`src/rtl/sns_sync_pkg.sv`:
```
package sns_sync_pkg;

    localparam int unsigned ADDR_W = 3;

    localparam logic [ADDR_W-1:0] A_PIN  = 3'd0;
    localparam logic [ADDR_W-1:0] A_VPER = 3'd1;
    localparam logic [ADDR_W-1:0] A_HPER = 3'd2;
    localparam logic [ADDR_W-1:0] A_VWID = 3'd3;
    localparam logic [ADDR_W-1:0] A_HWID = 3'd4;
    localparam logic [ADDR_W-1:0] A_HDLY = 3'd5;
    localparam logic [ADDR_W-1:0] A_SEL  = 3'd6;

    // pin word bit positions
    localparam int unsigned B_HINV = 16;
    localparam int unsigned B_VINV = 17;
    localparam int unsigned B_HEN  = 30;
    localparam int unsigned B_VEN  = 31;

    typedef struct packed {
        logic v_en;
        logic h_en;
        logic v_inv;
        logic h_inv;
    } pin_cfg_t;

    typedef enum logic [0:0] {
        HS_WAIT = 1'b0,
        HS_RUN  = 1'b1
    } hs_state_e;

endpackage

```
`src/rtl/sns_sync_regs.sv`:
```
module sns_sync_regs
    import sns_sync_pkg::*;
#(
    parameter int unsigned CNT_W = 16,
    parameter int unsigned N_SET = 4,
    parameter int unsigned IDX_W = 2
) (
    input  logic              clk,
    input  logic              rst_n,
    input  logic              wr_en,
    input  logic [ADDR_W-1:0] wr_addr,
    input  logic [31:0]       wr_data,
    input  logic [IDX_W-1:0]  run_idx,
    output pin_cfg_t          run_cfg,
    output logic [IDX_W-1:0]  sel_o,
    output logic [CNT_W-1:0]  nx_vper,
    output logic [CNT_W-1:0]  nx_hper,
    output logic [CNT_W-1:0]  nx_vwid,
    output logic [CNT_W-1:0]  nx_hwid,
    output logic [CNT_W-1:0]  nx_hdly
);

    pin_cfg_t         cfg_arr  [N_SET];
    logic [CNT_W-1:0] vper_arr [N_SET];
    logic [CNT_W-1:0] hper_arr [N_SET];
    logic [CNT_W-1:0] vwid_arr [N_SET];
    logic [CNT_W-1:0] hwid_arr [N_SET];
    logic [CNT_W-1:0] hdly_arr [N_SET];

    logic [IDX_W-1:0] sel_q;
    logic [CNT_W-1:0] fld;
    pin_cfg_t         cfg_wd;
    logic             unused_wr;

    assign fld       = wr_data[CNT_W-1:0];
    assign unused_wr = ^wr_data;

    // only the four defined pin bits are stored; reserved bits are dropped here
    always_comb begin
        cfg_wd.v_en  = wr_data[B_VEN];
        cfg_wd.h_en  = wr_data[B_HEN];
        cfg_wd.v_inv = wr_data[B_VINV];
        cfg_wd.h_inv = wr_data[B_HINV];
    end

    // set selector
    always_ff @(posedge clk or negedge rst_n) begin
        if (!rst_n) begin
            sel_q <= '0;
        end else if (wr_en && (wr_addr == A_SEL)) begin
            sel_q <= wr_data[IDX_W-1:0];
        end
    end

    // one storage slice per timing set
    for (genvar g = 0; g < N_SET; g++) begin : g_set
        pin_cfg_t         cfg_r;
        logic [CNT_W-1:0] vper_r, hper_r, vwid_r, hwid_r, hdly_r;
        logic             hit;

        assign hit = wr_en && (sel_q == IDX_W'(g));

        always_ff @(posedge clk or negedge rst_n) begin
            if (!rst_n) begin
                cfg_r  <= '0;
                vper_r <= '0;
                hper_r <= '0;
                vwid_r <= '0;
                hwid_r <= '0;
                hdly_r <= '0;
            end else if (hit) begin
                unique case (wr_addr)
                    A_PIN:   cfg_r  <= cfg_wd;
                    A_VPER:  vper_r <= fld;
                    A_HPER:  hper_r <= fld;
                    A_VWID:  vwid_r <= fld;
                    A_HWID:  hwid_r <= fld;
                    A_HDLY:  hdly_r <= fld;
                    default: ;
                endcase
            end
        end

        assign cfg_arr[g]  = cfg_r;
        assign vper_arr[g] = vper_r;
        assign hper_arr[g] = hper_r;
        assign vwid_arr[g] = vwid_r;
        assign hwid_arr[g] = hwid_r;
        assign hdly_arr[g] = hdly_r;
    end

    // pin controls follow the running set; timing feeds the next frame from the selected set
    assign run_cfg = cfg_arr[run_idx];
    assign sel_o   = sel_q;
    assign nx_vper = vper_arr[sel_q];
    assign nx_hper = hper_arr[sel_q];
    assign nx_vwid = vwid_arr[sel_q];
    assign nx_hwid = hwid_arr[sel_q];
    assign nx_hdly = hdly_arr[sel_q];

    // the selector moves only through its own address
    p_sel_hold_r8: assert property (@(posedge clk) disable iff (!rst_n)
        !(wr_en && (wr_addr == A_SEL)) |=> $stable(sel_q));

endmodule

```
`src/rtl/sns_sync_vtimer.sv`:
```
module sns_sync_vtimer #(
    parameter int unsigned CNT_W = 16,
    parameter int unsigned IDX_W = 2
) (
    input  logic             clk,
    input  logic             rst_n,
    input  logic [CNT_W-1:0] nx_vper,
    input  logic [CNT_W-1:0] nx_vwid,
    input  logic [CNT_W-1:0] nx_hper,
    input  logic [CNT_W-1:0] nx_hwid,
    input  logic [CNT_W-1:0] nx_hdly,
    input  logic [IDX_W-1:0] nx_idx,
    output logic             frame_start,
    output logic             vact,
    output logic [CNT_W-1:0] sh_hper,
    output logic [CNT_W-1:0] sh_hwid,
    output logic [CNT_W-1:0] sh_hdly,
    output logic [IDX_W-1:0] run_idx
);

    logic [CNT_W-1:0] vcnt_q;
    logic [CNT_W-1:0] sh_vper_q;
    logic [CNT_W-1:0] sh_vwid_q;
    logic [CNT_W-1:0] vlen;
    logic [CNT_W-1:0] vlast;

    // a zero period behaves as a one-cycle frame
    assign vlen        = (sh_vper_q == '0) ? CNT_W'(1) : sh_vper_q;
    assign vlast       = vlen - CNT_W'(1);
    assign frame_start = (vcnt_q >= vlast);
    assign vact        = (vcnt_q < sh_vwid_q);

    // frame counter and shadow copy, reloaded only on the last cycle of a frame
    always_ff @(posedge clk or negedge rst_n) begin
        if (!rst_n) begin
            vcnt_q    <= '0;
            sh_vper_q <= '0;
            sh_vwid_q <= '0;
            sh_hper   <= '0;
            sh_hwid   <= '0;
            sh_hdly   <= '0;
            run_idx   <= '0;
        end else if (frame_start) begin
            vcnt_q    <= '0;
            sh_vper_q <= nx_vper;
            sh_vwid_q <= nx_vwid;
            sh_hper   <= nx_hper;
            sh_hwid   <= nx_hwid;
            sh_hdly   <= nx_hdly;
            run_idx   <= nx_idx;
        end else begin
            vcnt_q    <= vcnt_q + CNT_W'(1);
        end
    end

    // the frame counter never passes the frame length
    p_vcnt_bound_r1: assert property (@(posedge clk) disable iff (!rst_n)
        vcnt_q < vlen);

    // timing shadows hold for the whole frame
    p_shadow_hold_r7: assert property (@(posedge clk) disable iff (!rst_n)
        !frame_start |=> $stable({sh_vper_q, sh_vwid_q, sh_hper, sh_hwid, sh_hdly}));

    // the running set changes only at a frame start
    p_idx_hold_r8: assert property (@(posedge clk) disable iff (!rst_n)
        !frame_start |=> $stable(run_idx));

    // a non-zero width makes the first frame cycle active
    p_vs_lead_r2: assert property (@(posedge clk) disable iff (!rst_n)
        (frame_start && (nx_vwid != '0)) |=> vact);

endmodule

```
`src/rtl/sns_sync_htimer.sv`:
```
module sns_sync_htimer
    import sns_sync_pkg::*;
#(
    parameter int unsigned CNT_W = 16
) (
    input  logic             clk,
    input  logic             rst_n,
    input  logic             frame_start,
    input  logic [CNT_W-1:0] nx_hdly,
    input  logic [CNT_W-1:0] sh_hper,
    input  logic [CNT_W-1:0] sh_hwid,
    input  logic [CNT_W-1:0] sh_hdly,
    output logic             hact
);

    hs_state_e        state_q, state_d;
    logic [CNT_W-1:0] hcnt_q, hcnt_d;
    logic [CNT_W:0]   hcnt_inc;
    logic [CNT_W-1:0] hlen;
    logic             dly_done;
    logic             line_end;

    assign hcnt_inc = {1'b0, hcnt_q} + {{CNT_W{1'b0}}, 1'b1};
    assign hlen     = (sh_hper == '0) ? CNT_W'(1) : sh_hper;
    assign dly_done = (hcnt_inc >= {1'b0, sh_hdly});
    assign line_end = (hcnt_q >= (hlen - CNT_W'(1)));

    // next state and next count
    always_comb begin
        state_d = state_q;
        hcnt_d  = hcnt_inc[CNT_W-1:0];
        unique case (state_q)
            HS_WAIT: begin
                if (dly_done) begin
                    state_d = HS_RUN;
                    hcnt_d  = '0;
                end
            end
            HS_RUN: begin
                if (line_end) begin
                    hcnt_d = '0;
                end
            end
            default: begin
                state_d = HS_RUN;
                hcnt_d  = '0;
            end
        endcase
        if (frame_start) begin
            state_d = (nx_hdly == '0) ? HS_RUN : HS_WAIT;
            hcnt_d  = '0;
        end
    end

    // state register
    always_ff @(posedge clk or negedge rst_n) begin
        if (!rst_n) begin
            state_q <= HS_RUN;
            hcnt_q  <= '0;
        end else begin
            state_q <= state_d;
            hcnt_q  <= hcnt_d;
        end
    end

    // outputs
    always_comb begin
        hact = 1'b0;
        unique case (state_q)
            HS_WAIT: hact = 1'b0;
            HS_RUN:  hact = (hcnt_q < sh_hwid);
            default: hact = 1'b0;
        endcase
    end

    // the line counter restarts with each frame
    p_line_restart_r3: assert property (@(posedge clk) disable iff (!rst_n)
        frame_start |=> (hcnt_q == '0));

    // a frame with a non-zero delay opens in the waiting state
    p_wait_entry_r3: assert property (@(posedge clk) disable iff (!rst_n)
        (frame_start && (nx_hdly != '0)) |=> (state_q == HS_WAIT));

    // inside a line the counter stays below the line length
    p_line_bound_r4: assert property (@(posedge clk) disable iff (!rst_n)
        (state_q == HS_RUN) |-> (hcnt_q < hlen));

endmodule

```
`src/rtl/sns_sync_pin.sv`:
```
module sns_sync_pin (
    input  logic clk,
    input  logic rst_n,
    input  logic act,
    input  logic en,
    input  logic inv,
    output logic pin_o
);

    always_ff @(posedge clk or negedge rst_n) begin
        if (!rst_n) begin
            pin_o <= 1'b0;
        end else begin
            pin_o <= (en & act) ^ inv;
        end
    end

    // a disabled output sits at its idle level
    p_idle_level_r6: assert property (@(posedge clk) disable iff (!rst_n)
        !en |=> (pin_o == $past(inv)));

    // an enabled active phase drives the level opposite to the invert bit
    p_active_level_r5: assert property (@(posedge clk) disable iff (!rst_n)
        (en && act) |=> (pin_o != $past(inv)));

endmodule

```
`src/rtl/slave_sync_gen.sv`:
```
module slave_sync_gen
    import sns_sync_pkg::*;
#(
    parameter int unsigned CNT_W = 16,
    parameter int unsigned N_SET = 4
) (
    input  logic              clk,
    input  logic              rst_n,
    input  logic              wr_en,
    input  logic [ADDR_W-1:0] wr_addr,
    input  logic [31:0]       wr_data,
    output logic              vsync_o,
    output logic              hsync_o
);

    localparam int unsigned IDX_W = (N_SET > 1) ? $clog2(N_SET) : 1;
    localparam int unsigned N_PIN = 2;

    pin_cfg_t         run_cfg;
    logic [IDX_W-1:0] sel, run_idx;
    logic [CNT_W-1:0] nx_vper, nx_hper, nx_vwid, nx_hwid, nx_hdly;
    logic [CNT_W-1:0] sh_hper, sh_hwid, sh_hdly;
    logic             frame_start, vact, hact;

    logic [N_PIN-1:0] p_act, p_en, p_inv, p_out;

    sns_sync_regs #(
        .CNT_W(CNT_W),
        .N_SET(N_SET),
        .IDX_W(IDX_W)
    ) u_regs (
        .clk     (clk),
        .rst_n   (rst_n),
        .wr_en   (wr_en),
        .wr_addr (wr_addr),
        .wr_data (wr_data),
        .run_idx (run_idx),
        .run_cfg (run_cfg),
        .sel_o   (sel),
        .nx_vper (nx_vper),
        .nx_hper (nx_hper),
        .nx_vwid (nx_vwid),
        .nx_hwid (nx_hwid),
        .nx_hdly (nx_hdly)
    );

    sns_sync_vtimer #(
        .CNT_W(CNT_W),
        .IDX_W(IDX_W)
    ) u_vt (
        .clk         (clk),
        .rst_n       (rst_n),
        .nx_vper     (nx_vper),
        .nx_vwid     (nx_vwid),
        .nx_hper     (nx_hper),
        .nx_hwid     (nx_hwid),
        .nx_hdly     (nx_hdly),
        .nx_idx      (sel),
        .frame_start (frame_start),
        .vact        (vact),
        .sh_hper     (sh_hper),
        .sh_hwid     (sh_hwid),
        .sh_hdly     (sh_hdly),
        .run_idx     (run_idx)
    );

    sns_sync_htimer #(
        .CNT_W(CNT_W)
    ) u_ht (
        .clk         (clk),
        .rst_n       (rst_n),
        .frame_start (frame_start),
        .nx_hdly     (nx_hdly),
        .sh_hper     (sh_hper),
        .sh_hwid     (sh_hwid),
        .sh_hdly     (sh_hdly),
        .hact        (hact)
    );

    // channel 0 = vertical, channel 1 = horizontal
    assign p_act = {hact, vact};
    assign p_en  = {run_cfg.h_en, run_cfg.v_en};
    assign p_inv = {run_cfg.h_inv, run_cfg.v_inv};

    for (genvar c = 0; c < N_PIN; c++) begin : g_pin
        sns_sync_pin u_pin (
            .clk   (clk),
            .rst_n (rst_n),
            .act   (p_act[c]),
            .en    (p_en[c]),
            .inv   (p_inv[c]),
            .pin_o (p_out[c])
        );
    end

    assign vsync_o = p_out[0];
    assign hsync_o = p_out[1];

endmodule

```
`config.mk`:
```
export PLATFORM = sky130hd
export DESIGN_NAME = slave_sync_gen
export DESIGN_NICKNAME = d
export VERILOG_FILES = /design/src/rtl/sns_sync_pkg.sv /design/src/rtl/sns_sync_regs.sv /design/src/rtl/sns_sync_vtimer.sv /design/src/rtl/sns_sync_htimer.sv /design/src/rtl/sns_sync_pin.sv /design/src/rtl/slave_sync_gen.sv
export SDC_FILE = /design/constraint.sdc
export NUM_CORES = 1
export LEC_CHECK = 0
export BUFFER_PORTS_ARGS = -buffer_cell sky130_fd_sc_hd__clkbuf_2
export CAP_MARGIN = 20
export CORE_MARGIN = 2
export CORE_UTILIZATION = 57
export DETAILED_ROUTE_END_ITERATION = 12
export PLACE_DENSITY = 0.8
export SYNTH_ARGS = -nofsm -noshare
export SYNTH_HDL_FRONTEND = slang
export SYNTH_SLANG_ARGS = --single-unit
```
`constraint.sdc`:
```
create_clock -name clk -period 4.4 [get_ports clk]
set_clock_uncertainty 0.05 [all_clocks]
set_input_delay 0.22 -clock clk [delete_from_list [all_inputs] [get_ports clk]]
set_output_delay 0.22 -clock clk [all_outputs]
set_load 0.01 [all_outputs]
```
== Word level (Yosys, flattened, before mapping) ==
Cells that the tools add are included.

* Flip-flop bits (word level): 455
* Input port bits: 38
* Output and inout bits: 2
* Word-level logic and storage cells: 139

* Add/subtract/negate cells: 4
* Magnitude comparators: 7
* Equal/unequal tests: 9
* Muxes and demuxes: 30
* Bitwise operators: 7
* Reductions and logical operators: 34

{| class="wikitable"
|+ Operator list
! cell !! count
|-
| 16-bit two-way mux || 16
|-
| 16-bit binary-select mux with 2-bit select || 5
|-
| 16-bit logical NOT || 3
|-
| 2-bit AND reduction || 24
|-
| 16-bit greater-or-equal comparator || 2
|-
| 16-bit < comparator || 2
|-
| 16-bit one-hot mux with 2 select lines || 1
|-
| 16-bit by 1-bit subtractor with 16-bit output (second input constant) || 2
|-
| 16-bit by 1-bit adder with 17-bit output (second input constant) || 1
|-
| 17-bit by 16-bit greater-or-equal comparator with 1-bit output || 1
|-
| 16-bit by 1-bit adder with 16-bit output (second input constant) || 1
|-
| 3-bit equality test (second input constant) || 3
|-
| 4-bit binary-select mux with 2-bit select || 1
|-
| 4-bit two-way mux || 2
|-
| 3-bit by 2-bit equality test with 1-bit output (second input constant) || 2
|-
| 3-bit greater-or-equal comparator (second input constant) || 2
|-
| 2-bit inverter with 3-bit output || 2
|-
| 1-bit logical AND || 5
|-
| 2-bit equality test (second input constant) || 2
|-
| 1-bit two-way mux || 4
|-
| 3-bit by 1-bit equality test with 1-bit output (second input constant) || 1
|-
| 3-bit logical NOT || 1
|-
| 1-bit bitwise AND || 2
|-
| 2-bit by 1-bit equality test with 1-bit output (second input constant) || 1
|-
| other kinds (4) || 5
|}

== Longest topological paths before layout ==
* Depth after elaboration: 7
* Mapped depth: 18
* Gate-level depth less buffers: 16

== Modules after synthesis ==
Synthesis repeated with hierarchy kept, for this count alone.

* Cell total of the unflattened synthesis: 1541
* Area, all modules: 21913.5 um2

{| class="wikitable"
|+ By module, submodules not included
! module !! instances !! cells an instance !! area an instance (um2) !! seq. area each (um2)
|-
| sns_sync_regs || 1 || 874 || 14846.7 || 8458.1
|-
| sns_sync_vtimer || 1 || 380 || 4740.8 || 2452.4
|-
| sns_sync_htimer || 1 || 281 || 2250.9 || 426.7
|-
| sns_sync_pin || 2 || 3 || 37.5 || 25.0
|}

== Worst setup path after synthesis ==
Ideal clock, no wire load.

* Path type: register to register
* Start: register u_vt.sh_vper_q[9]
* End: register u_vt.sh_vper_q[10]
* Library setup time: 0.125 ns
* Data arrival time: 4.289 ns
* Required time: 4.225 ns
* Path slack: -0.063 ns
* Cell stages (with the launch flop): 19
* Path buffers: 2
* Period minus slack after synthesis: 4.463 ns
* Path through: dfrtp_1 or4_1 or3_1 or3b_4 nor3b_1 nor2_1 ha_1 nand3_1 nor2_1 xnor2_1 ha_1 nand2_1 o21ai_0 a211oi_1 o21a_1 o31ai_2 buf_2 buf_2 mux2_2

* Cells in the longest elaborated chain, start to end: 4

{| class="wikitable"
|+ Ends and longest elaborated chain
! what !! RTL line !! RTL
|-
| from (decl) || sns_sync_vtimer.sv:22 || <nowiki>logic [CNT_W-1:0] sh_vper_q;</nowiki>
|-
| from (signal assigned) || sns_sync_vtimer.sv:45 || <nowiki>sh_vper_q <= nx_vper;</nowiki>
|-
| 16-bit logical NOT || sns_sync_vtimer.sv:28 || <nowiki>assign vlen = (sh_vper_q == '0) ? CNT_W'(1) : sh_vper_q;</nowiki>
|-
| 16-bit two-way mux * || sns_sync_vtimer.sv:28 ||
|-
| 16-bit by 1-bit subtractor with 16-bit output * || sns_sync_vtimer.sv:29 || <nowiki>assign vlast = vlen - CNT_W'(1);</nowiki>
|-
| 16-bit greater-or-equal comparator * || sns_sync_vtimer.sv:30 || <nowiki>assign frame_start = (vcnt_q >= vlast);</nowiki>
|}

Mark *: on every way between the ends. The rest lies on a longest branch, timed or not.
A chain may end at the register's enable or synchronous reset.

== Worst setup path in the final report ==
* Start: register u_vt.sh_vper_q[9]
* End: register u_vt.sh_hdly[5]

* Cells in the longest elaborated chain, start to end: 4

{| class="wikitable"
|+ Ends and longest elaborated chain
! what !! RTL line !! RTL
|-
| 16-bit logical NOT || sns_sync_vtimer.sv:28 ||
|-
| 16-bit two-way mux * || sns_sync_vtimer.sv:28 ||
|-
| 16-bit by 1-bit subtractor with 16-bit output * || sns_sync_vtimer.sv:29 ||
|-
| 16-bit greater-or-equal comparator * || sns_sync_vtimer.sv:30 ||
|-
| to (signal assigned) || sns_sync_vtimer.sv:49 || <nowiki>sh_hdly <= nx_hdly;</nowiki>
|-
| to (decl) || sns_sync_vtimer.sv:17 || <nowiki>output logic [CNT_W-1:0] sh_hdly,</nowiki>
|}

Marks and branches as above.

==> qor.csv <==
metric,value,unit
globalRouteOverflowTotal,0,
dp_slack,-0.03093,ns
cp_slowest_cell,or4_4,
insertion_delay,0.59,ns
grt_max_degree,134,
cts_max_level,2,
coreArea,0.03758,mm²
nFillCells,2485,
synth_area,0.02168,mm²
grt_usage,0.2538,
grt_pass1_wl,76330,µm
critical-path-max-stage-delay,0.55,ns
synth_edf_count,0,
wirelength,49680,µm
cp_common_cell,buf_12,
dr.pass1.iters,5,
area_growth,14.34,%
rsz0062_at_grt,true,
combPwrFrac,0.313,
fp.dieW,199.0,µm
max_slew.worst_pin.slew,1.051,ns
hold_start,wr_addr[2],
r2r_start,u_vt.sh_vper_q[9],
dieArea,0.03960,mm²
hold_viol,0,
cap_violations,0,
synth_area_leaders,"dfrtp_1, mux2_2, mux4_2",
worst_r2r_endpoint,u_vt.sh_hdly[5],
cts_made_buffers,47,
status,"finished, violations left",
p_sw,4.583,mW
wl_per_cell,23.58,µm
max_freq,0.2234,GHz
nNetsFinal,1678,
vdd_drop_max,0.4517,mV
relSlewSlack,0.2992,
final.setup.worst_slack,-0.07649,ns
ys_top_cells_by_count,"dfrtp_1, mux2_2, mux4_2",
start_util,0.5768,
worstRegToRegCells,18,
min_to,u_regs.sel_o[1],
yosysMostFrequentCell,dfrtp_1,
cp-end-kind,register,
violations,setup timing,
seq_power_share,0.406,
antenna_found_initial,2,
via_count,12950,
p_per_area,612.5,mW/mm²
ios,40,
reg2reg_slack,-0.08,ns
fin_crit,4.476,ns
hold_class,primary input to register,
internal_power,10.60,mW
leakage,11.31,nW
yosysWarnings,0,
min_period_over_period,1.017,
hold_ws,0.06104,ns
dp_hpwl,30210,µm
drc,0,
cts_tree,done,
crit_buf_inv,4,
syn-num-nets,1641,
clk_pin_slew,0.06,ns
cts.path.max_buffers,3,
drive_gt1_frac,0.4326,
synth_top_area_frac,0.5241,
rows,71,
final_antenna_net_count,0,
setup_violations,55,
cp_cell_sequence,or4_4 > or3_4 > or3b_4 > nor3b_4 > nor2_2 > ha_4 > buf_6 > xnor2_1 > ha_1 > o21ai_1 > o21bai_1 > a21oi_1 > o21a_1 > o31ai_4 > buf_12 > buf_12 > clkbuf_16 > mux2_2,
io_buffers,27,
synthFlopType,dfrtp_1,
ys_ff_latch,455,
clockRootBuffer,clkbuf_16,
power.share.clock,0.281,
ys_seq_area_frac,0.5253,
finalPower,15.18,mW
initialDrtViolationCount,872,
async_flop_share,1.000,
yosys.area.top_type,dfrtp_1,
grt_pass1_vias,13590,
cp.arrival,4.88,ns
switching_share,0.3019,
synth_cells,1521,
die_y,199.0,µm
cp_max_fo,6,
cts_sinks,455,
start_kind,register,
syn_avg_cell_area,14.25,µm²
crit_type,register to register,
ys_types,54,
place_congestion,0.9000,
slew_violations,0,
viasPerCell,6.144,
hold_path_depth,3,
path_delay_family,simple AND/OR/NAND/NOR gates,
cp.required,4.81,ns
-- kinds of logic (layout without fill, tap and decap cells) --
group	count (synthesis)	count (layout)	synth area share
other cells	0	1	0
fa+ha+maj	82	82	0.04733
compound gates	69	69	0.02055
xor+xnor	53	53	0.02142
mux	506	506	0.3064
flops	455	455	0.5253
buf+inv	141	215	0.02569
simple gates	215	215	0.05328
-- flip-flops by register name, summed over array words and instances, names as in the netlist, 64 cells and up --
name and cells:
u_regs.g_set.vwid_r 64, u_regs.g_set.hdly_r 64, u_regs.g_set.hwid_r 64, u_regs.g_set.vper_r 64, u_regs.g_set.hper_r 64
-- per-stage QoR --
step / area, µm² / cells / utilization / setup TNS [ns]
global placement: 22460 / 2005 / 0.5977 / 0
floorplan: 21690 / 1521 / - / 0
global route: 24780 / 2106 / 0.6595 / -12.28
detailed placement: 22460 / 2005 / 0.5977 / -0.1655
CTS: 24200 / 2096 / 0.6441 / -0.01904
finish: 24780 / 2107 / 0.6595 / -1.916
-- power by group through the flow --
stage / clock [mW] / sequential, mW / combinational [mW]
3_5_place_dp: 0 / 6.18 / 4.25
3_3_place_gp: 0 / 6.08 / 4.06
6_report: 4.27 / 6.16 / 4.75
4_1_cts: 4.34 / 6.12 / 4.33
2_1_floorplan: 0 / 5.84 / 3.33
5_1_grt: 4.52 / 6.29 / 5.16
-- worst reg2reg max path, stage by stage (launching register included) --
cell and delay [ns]:
dfrtp_1 0.38, or4_4 0.55, or3_4 0.35, or3b_4 0.40
nor3b_4 0.18, nor2_2 0.07, ha_4 0.18, buf_6 0.12
xnor2_1 0.12, ha_1 0.28, o21ai_1 0.07, o21bai_1 0.16
a21oi_1 0.10, o21a_1 0.20, o31ai_4 0.29, buf_12 0.17
buf_12 0.15, clkbuf_16 0.19, mux2_2 0.34
-- layout make-up --
class,instances,area [µm²],area share
Inverter,53,198.9,0.008027
Multi-Input combinational cell,925,10090,0.4072
Clock buffer,68,1388,0.05599
Timing Repair Buffer,76,783.3,0.03160
Tap cell,511,639.4,0.02580
Antenna cell,1,2.502,0.0001010
Sequential cell,455,11390,0.4598
Clock inverter,18,286.5,0.01156
-- placed cells by master (no fill, tap or decap), drive strengths merged, types with 4 or more instances in the layout --
| master | netlist | final |
|---|---|---|
| a21o | 4 | 4 |
| a21oi | 21 | 21 |
| and3 | 9 | 9 |
| buf | 30 | 41 |
| bufinv | 0 | 7 |
| clkbuf | 58 | 98 |
| clkinv | 0 | 9 |
| dfrtp | 454 | 454 |
| dlygate4sd3 | 0 | 5 |
| ha | 82 | 82 |
| inv | 53 | 54 |
| mux2 | 420 | 420 |
| mux4 | 84 | 84 |
| nand2 | 40 | 40 |
| nand3 | 20 | 20 |
| nand3b | 5 | 5 |
| nand4 | 15 | 15 |
| nor2 | 50 | 50 |
| nor2b | 8 | 8 |
| nor3 | 17 | 17 |
| nor3b | 22 | 22 |
| nor4 | 13 | 13 |
| o21ai | 17 | 17 |
| xnor2 | 31 | 31 |
| xor2 | 22 | 22 |
-- timing repair --
item | 4_1_cts | 5_1_grt
endpoints found under the setup margin | 109 | 111
cloned | 0 | 6
hold buffers | 5 | 0
pin swaps | 1 | 6
endpoints found under the hold margin | 144 | 0
resized for setup | 5 | 93
buffers inserted | 0 | 4
-- layer usage --
metal | wire, µm | part of all wire | global-route usage
met3 | 2548 | 0.051 | 0.04815
met1 | 21440 | 0.43 | 0.3503
met2 | 24210 | 0.49 | 0.4088
met5 | 11 | 0.00022 | 0
met4 | 1469 | 0.030 | 0.08458
-- how the worst max path moves through the flow --
stage / startpoint / to / slack [ns] / cells past startpoint
after floorplan: u_vt.sh_vper_q[9] / u_vt.sh_vper_q[10] / 0.04 / 18
after global placement: u_vt.sh_vper_q[9] / u_ht.hcnt_q[2] / 0.05 / 19
after detailed placement: u_vt.sh_vper_q[9] / u_ht.hcnt_q[10] / -0.03 / 19
after CTS: u_vt.sh_vper_q[9] / u_vt.sh_hper[9] / -0.009 / 17
after global routing: u_vt.sh_vper_q[9] / u_vt.sh_vper_q[9] / -0.18 / 18
final: u_vt.sh_vper_q[9] / u_vt.sh_hdly[5] / -0.08 / 18
Power figures use the tool's default switching activity.
